--- config.mk ---
export PLATFORM = sky130hd
export DESIGN_NAME = ptr_chase_engine
export DESIGN_NICKNAME = d
export VERILOG_FILES = /design/src/rtl/pce_pkg.sv /design/src/rtl/pce_addr_gen.sv /design/src/rtl/pce_seq.sv /design/src/rtl/ptr_chase_engine.sv
export SDC_FILE = /design/constraint.sdc
export NUM_CORES = 1
export LEC_CHECK = 0
export BUFFER_PORTS_ARGS = -buffer_cell sky130_fd_sc_hd__buf_2
export CORE_MARGIN = 2
export CORE_UTILIZATION = 45
export CTS_BUF_LIST = sky130_fd_sc_hd__clkbuf_2 sky130_fd_sc_hd__clkbuf_4 sky130_fd_sc_hd__clkbuf_8
export CTS_CLUSTER_SIZE = 14
export DETAILED_ROUTE_END_ITERATION = 10
export MAX_ROUTING_LAYER = met4
export PLACE_DENSITY_LB_ADDON = 0.08
export SYNTH_ARGS = -nofsm -noshare
export SYNTH_HDL_FRONTEND = slang
export SYNTH_SLANG_ARGS = --single-unit
--- constraint.sdc ---
create_clock -name clk -period 5.27 [get_ports clk]
set_input_delay 0.7905 -clock clk [delete_from_list [all_inputs] [get_ports clk]]
set_output_delay 0.7905 -clock clk [all_outputs]
set_load 0.02 [all_outputs]
--- src/rtl/pce_pkg.sv ---
package pce_pkg;

   // Sequencer states
   typedef enum logic [2:0] {
      ST_IDLE = 3'd0,
      ST_RD1  = 3'd1,
      ST_WT1  = 3'd2,
      ST_RD2  = 3'd3,
      ST_WT2  = 3'd4,
      ST_DONE = 3'd5
   } pce_state_t;

   // Register window word indices
   localparam logic [1:0] W_OPA  = 2'd0;
   localparam logic [1:0] W_OPB  = 2'd1;
   localparam logic [1:0] W_RES  = 2'd2;
   localparam logic [1:0] W_STAT = 2'd3;

   // Status bit positions
   localparam int STAT_BUSY = 0;
   localparam int STAT_DONE = 1;

endpackage

--- src/rtl/pce_addr_gen.sv ---
module pce_addr_gen #(
   parameter int DATA_W = 32,
   parameter int ADDR_W = 10
) (
   input  logic [DATA_W-1:0] opa,
   input  logic [DATA_W-1:0] opb,
   input  logic [ADDR_W-1:0] ptr,
   input  logic              use_ptr,
   output logic [ADDR_W-1:0] addr
);
   logic [ADDR_W-1:0] sum_lo;

   generate
      if (ADDR_W == DATA_W) begin : g_full
         // Full-width add, natural wrap
         assign sum_lo = opa + opb;
      end else begin : g_narrow
         // Only low bits matter modulo 2^ADDR_W
         logic [DATA_W-1:0] sum_full;
         assign sum_full = opa + opb;
         assign sum_lo   = sum_full[ADDR_W-1:0];
      end
   endgenerate

   assign addr = use_ptr ? ptr : sum_lo;

endmodule

--- src/rtl/pce_seq.sv ---
module pce_seq
   import pce_pkg::*;
(
   input  logic clk,
   input  logic rst,
   input  logic start,
   output logic busy,
   output logic rd_en,
   output logic use_ptr,
   output logic cap_ptr,
   output logic cap_res
);
   pce_state_t st_q, st_d;

   always_comb begin
      st_d = st_q;
      unique case (st_q)
         ST_IDLE: if (start) st_d = ST_RD1;
         ST_RD1:  st_d = ST_WT1;
         ST_WT1:  st_d = ST_RD2;
         ST_RD2:  st_d = ST_WT2;
         ST_WT2:  st_d = ST_DONE;
         ST_DONE: st_d = start ? ST_RD1 : ST_IDLE;
         default: st_d = ST_IDLE;
      endcase
   end

   always_ff @(posedge clk) begin
      if (rst) st_q <= ST_IDLE;
      else     st_q <= st_d;
   end

   assign busy    = (st_q == ST_RD1) || (st_q == ST_WT1) ||
                    (st_q == ST_RD2) || (st_q == ST_WT2);
   assign rd_en   = (st_q == ST_RD1) || (st_q == ST_RD2);
   assign use_ptr = (st_q == ST_RD2);
   assign cap_ptr = (st_q == ST_WT1);
   assign cap_res = (st_q == ST_WT2);

endmodule

--- src/rtl/ptr_chase_engine.sv ---
module ptr_chase_engine
   import pce_pkg::*;
#(
   parameter int DATA_W = 32,
   parameter int ADDR_W = 10
) (
   input  logic              clk,
   input  logic              rst,
   input  logic              host_wr,
   input  logic [1:0]        host_word,
   input  logic [DATA_W-1:0] host_wdata,
   output logic [DATA_W-1:0] host_rdata,
   output logic              mem_rd_en,
   output logic [ADDR_W-1:0] mem_addr,
   input  logic [DATA_W-1:0] mem_rdata
);
   localparam int STAT_BITS = 2;

   generate
      if (ADDR_W < 1 || ADDR_W > DATA_W) begin : g_bad_addr
         $error("ptr_chase_engine: ADDR_W must lie in 1..DATA_W");
      end
      if (DATA_W < STAT_BITS) begin : g_bad_data
         $error("ptr_chase_engine: DATA_W too small for status word");
      end
   endgenerate

   logic              busy, use_ptr, cap_ptr, cap_res, start;
   logic [DATA_W-1:0] opa, opb, result;
   logic [ADDR_W-1:0] ptr;
   logic              done_q;
   logic              wr_ok;

   assign wr_ok = host_wr && !busy;
   assign start = wr_ok && (host_word == W_OPB);

   pce_seq u_seq (
      .clk     (clk),
      .rst     (rst),
      .start   (start),
      .busy    (busy),
      .rd_en   (mem_rd_en),
      .use_ptr (use_ptr),
      .cap_ptr (cap_ptr),
      .cap_res (cap_res)
   );

   pce_addr_gen #(.DATA_W(DATA_W), .ADDR_W(ADDR_W)) u_agen (
      .opa     (opa),
      .opb     (opb),
      .ptr     (ptr),
      .use_ptr (use_ptr),
      .addr    (mem_addr)
   );

   // Operand registers
   always_ff @(posedge clk) begin
      if (rst) begin
         opa <= '0;
         opb <= '0;
      end else if (wr_ok) begin
         if (host_word == W_OPA) opa <= host_wdata;
         if (host_word == W_OPB) opb <= host_wdata;
      end
   end

   // Pointer, result and sticky done flag
   always_ff @(posedge clk) begin
      if (rst) begin
         ptr    <= '0;
         result <= '0;
         done_q <= 1'b0;
      end else begin
         if (cap_ptr) ptr <= mem_rdata[ADDR_W-1:0];
         if (cap_res) result <= mem_rdata;
         if (start)        done_q <= 1'b0;
         else if (cap_res) done_q <= 1'b1;
      end
   end

   // Read mux
   logic [DATA_W-1:0] stat_word;
   always_comb begin
      stat_word            = '0;
      stat_word[STAT_BUSY] = busy;
      stat_word[STAT_DONE] = done_q;
   end

   always_comb begin
      unique case (host_word)
         W_OPA:   host_rdata = opa;
         W_OPB:   host_rdata = opb;
         W_RES:   host_rdata = result;
         default: host_rdata = stat_word;
      endcase
   end

endmodule

==> impl_metrics.env <==
export IMPL_outcome="complete, no violations"
export IMPL_place_area_sq_mm=0.00558
export IMPL_finClkSkew_ns=0.0105
export IMPL_holdWs_ns=0.461
export IMPL_routed_via_count=4586
export IMPL_cts_buffers=9
export IMPL_grt_max_degree=111
export IMPL_switching_share=0.285
export IMPL_dp_hpwl_um=8980
export IMPL_rsz0062_at_grt="no"
export IMPL_cp_num_buf_inv=1
export IMPL_synth_flop_cell="dfxtp_1"
export IMPL_die_w_um=109
export IMPL_first_pass_iters=5
export IMPL_p_comb_frac=0.129
export IMPL_finalMaxSlewViolations=0
export IMPL_grtUsageTotal=0.238
export IMPL_htreeDepth=3
export IMPL_avgViaCountPerCell=5.24
export IMPL_worstSkewPairLatency_ns=0.38
export IMPL_drt_iter0_drc=303
export IMPL_finalCriticalPeriod_ns=3.49
export IMPL_final_antenna_net_count=0
export IMPL_internal_power_mw=1.11
export IMPL_arrival_ns=2.70
export IMPL_critPathMaxStageDelay_ns=0.44
export IMPL_diodes=0
export IMPL_layout_drive_gt1_share=0.194
export IMPL_async_reset_ff_frac=0
export IMPL_postSynthAreaPerCell_sq_um=7.68
export IMPL_syn_num_nets=731
export IMPL_fp_row_count=38
export IMPL_p_leak_nw=2.30
export IMPL_ys_types=39
export IMPL_post_route_util=0.530
export IMPL_critPathCaptureType="output port"
export IMPL_wl_per_cell_um=15.6
export IMPL_ys_ff_latch=110
export IMPL_drt_wl_total_um=13700
export IMPL_cts_sinks=110
export IMPL_hold_violations=0
export IMPL_ys_warn_count=0
export IMPL_worst_pin_slew_ns=1.14
export IMPL_cp_required_ns=4.48
export IMPL_io_pins=112
export IMPL_ir_worst_vdd_mv=0.136
export IMPL_min_period_over_period=0.663
export IMPL_cts_repair_resized=0
export IMPL_switchingPower_mw=0.441
export IMPL_finalSetupTns_ns=0
export IMPL_seq_area_frac_synth=0.440
export IMPL_cts_tree="built"
export IMPL_antenna_found_initial=0
export IMPL_start_util=0.462
export IMPL_portBuffers=111
export IMPL_cp_top_family="compound AO/OA/AOI/OAI gates"
export IMPL_yosysTopAreaCell="dfxtp_1"
export IMPL_clockPowerShare=0.306
export IMPL_final_setup_worst_slack_ns=1.78
export IMPL_gp_congestion=0.820
export IMPL_power_frac_seq=0.565
export IMPL_overflow=0
export IMPL_postCtsHoldBufs=0
export IMPL_hold_path_class="reg -> reg"
export IMPL_area_delta_synth_final_pct=14.8
export IMPL_fmax_mhz=286
export IMPL_stdcell_area_sq_mm=0.00575
export IMPL_ys_top_cells_by_area="dfxtp_1 (44%), nand2_1 (18%), a21oi_1 (10%), mux2i_1 (8.0%), o21ai_0 (4.2%)"
export IMPL_setup_violations=0
export IMPL_p_total_mw=1.55
export IMPL_maxSlewHeadroom=0.240
export IMPL_worstSetupPathType="reg -> out"
export IMPL_startpoint_type="flop"
export IMPL_fin_cells=876
export IMPL_dieHeight_um=109
export IMPL_synthCells=652
export IMPL_final_nets=811
export IMPL_clkTransAtPathRegs_ns=0.11
export IMPL_pwr_density_cell_mw_per_mm2=269
export IMPL_crit_chain="ha_1 > fa_1 > a211oi_1 > o211ai_1 > a31oi_1 > xor2_1 > o21ai_0 > buf_2"
export IMPL_dieArea_sq_mm=0.0120
export IMPL_cts_root_buf="clkbuf_8"
export IMPL_dp_cells=861
export IMPL_clk_path_buf_depth=2
export IMPL_post_cts_buffers=0
export IMPL_path_max_fanout=3
export IMPL_grt_pass1_wl_um=21400
export IMPL_first_global_vias=4309
export IMPL_drc=0
export IMPL_cp_slowest_cell="fa_1"
export IMPL_syn_area_sq_mm=0.00501
export IMPL_drv_cap=0
export IMPL_synth_edff_count=0
export IMPL_core_sq_mm=0.0108
export IMPL_synth_top_area_frac=0.440
export IMPL_pre_cts_ws_ns=2.04
-- power groups by stage --
stage | sequential, mW | clock (mW) | combinational [mW]
2_1_floorplan | 0.888 | 0 | 0.130
3_3_place_gp | 0.892 | 0 | 0.197
3_5_place_dp | 0.893 | 0 | 0.199
4_1_cts | 0.874 | 0.486 | 0.200
5_1_grt | 0.878 | 0.515 | 0.219
6_report | 0.874 | 0.473 | 0.200
-- final timing paths --
path	from	end	slack, ns	cells past startpoint
worst max register to register	u_seq.st_q[0]	opa[23]	3.14	6
worst max-delay path	opa[0]	mem_addr[8]	1.78	8
worst min-delay path	result[18]	result[18]	0.46	2
worst min register to register	result[18]	result[18]	0.46	2
-- area by class of cell --
class	instances	area (sq um)
fill	1115	5090
multi-input combinational	492	2590
sequential	110	2200
timing repair buffer	117	603
tap	140	175
clock buffer	9	124
clock inverter	6	47.5
inverter	2	7.51
-- per-layer routing --
metal  up-vias  GRT usage  share of wire
li1       2319          -              -
met1      2109      0.327           0.48
met2       146      0.360           0.44
met3        12     0.0480          0.068
met4         0     0.0651          0.012
met5         -          -              0
-- logic make-up after synthesis --
family / Yosys count / share of synthesized area
DFF: 110 / 0.440
buffers and inverters: 50 / 0.0462
muxes: 42 / 0.0890
xor gates and xnor gates: 8 / 0.0155
AOI/OAI and AO/OA: 159 / 0.166
adders and majority gates: 10 / 0.0265
and+or+nand+nor: 273 / 0.217
-- sequential cells by signal, summed over array words and instances, names as in the netlist --
signal,count
result,32
opa,32
u_seq.st_q,3
done_q,1
ptr,10
opb,32
-- placed cells by master, fill, tap and decap left out, drive strengths merged --
cell type / instances
ha: 9
or3: 2
xnor2: 4
nor2b: 2
or2: 1
mux4: 2
a21o: 2
o31a: 1
fa: 1
dfxtp: 110
clkinv: 4
nand2b: 1
a221oi: 1
nor3: 5
a22o: 1
and2: 3
o211ai: 1
buf: 117
nand3b: 1
nor2: 17
mux2i: 40
nor4b: 1
xor2: 4
o21a: 1
a21oi: 103
o31ai: 1
clkbuf: 9
nand2: 240
inv: 4
o21ai: 42
a211oi: 4
a31oi: 1
o21bai: 1
-- tightest hold or removal path, stage by stage (launching register included) --
cell     delay [ns]
dfxtp_1        0.32
nand2_1        0.05
a21oi_1        0.05
-- cells in the mapped netlist, types with 2 or more instances --
cell / number
a211oi_1: 4
a21o_1: 2
a21oi_1: 103
and2_1: 3
buf_2: 17
buf_6: 3
clkbuf_1: 27
dfxtp_1: 110
ha_1: 9
inv_1: 2
mux2i_1: 40
mux4_2: 2
nand2_1: 239
nor2_1: 16
nor3_1: 4
o21ai_0: 42
or3_1: 2
xnor2_1: 3
xor2_1: 4
(Power assumes the default switching activity.)
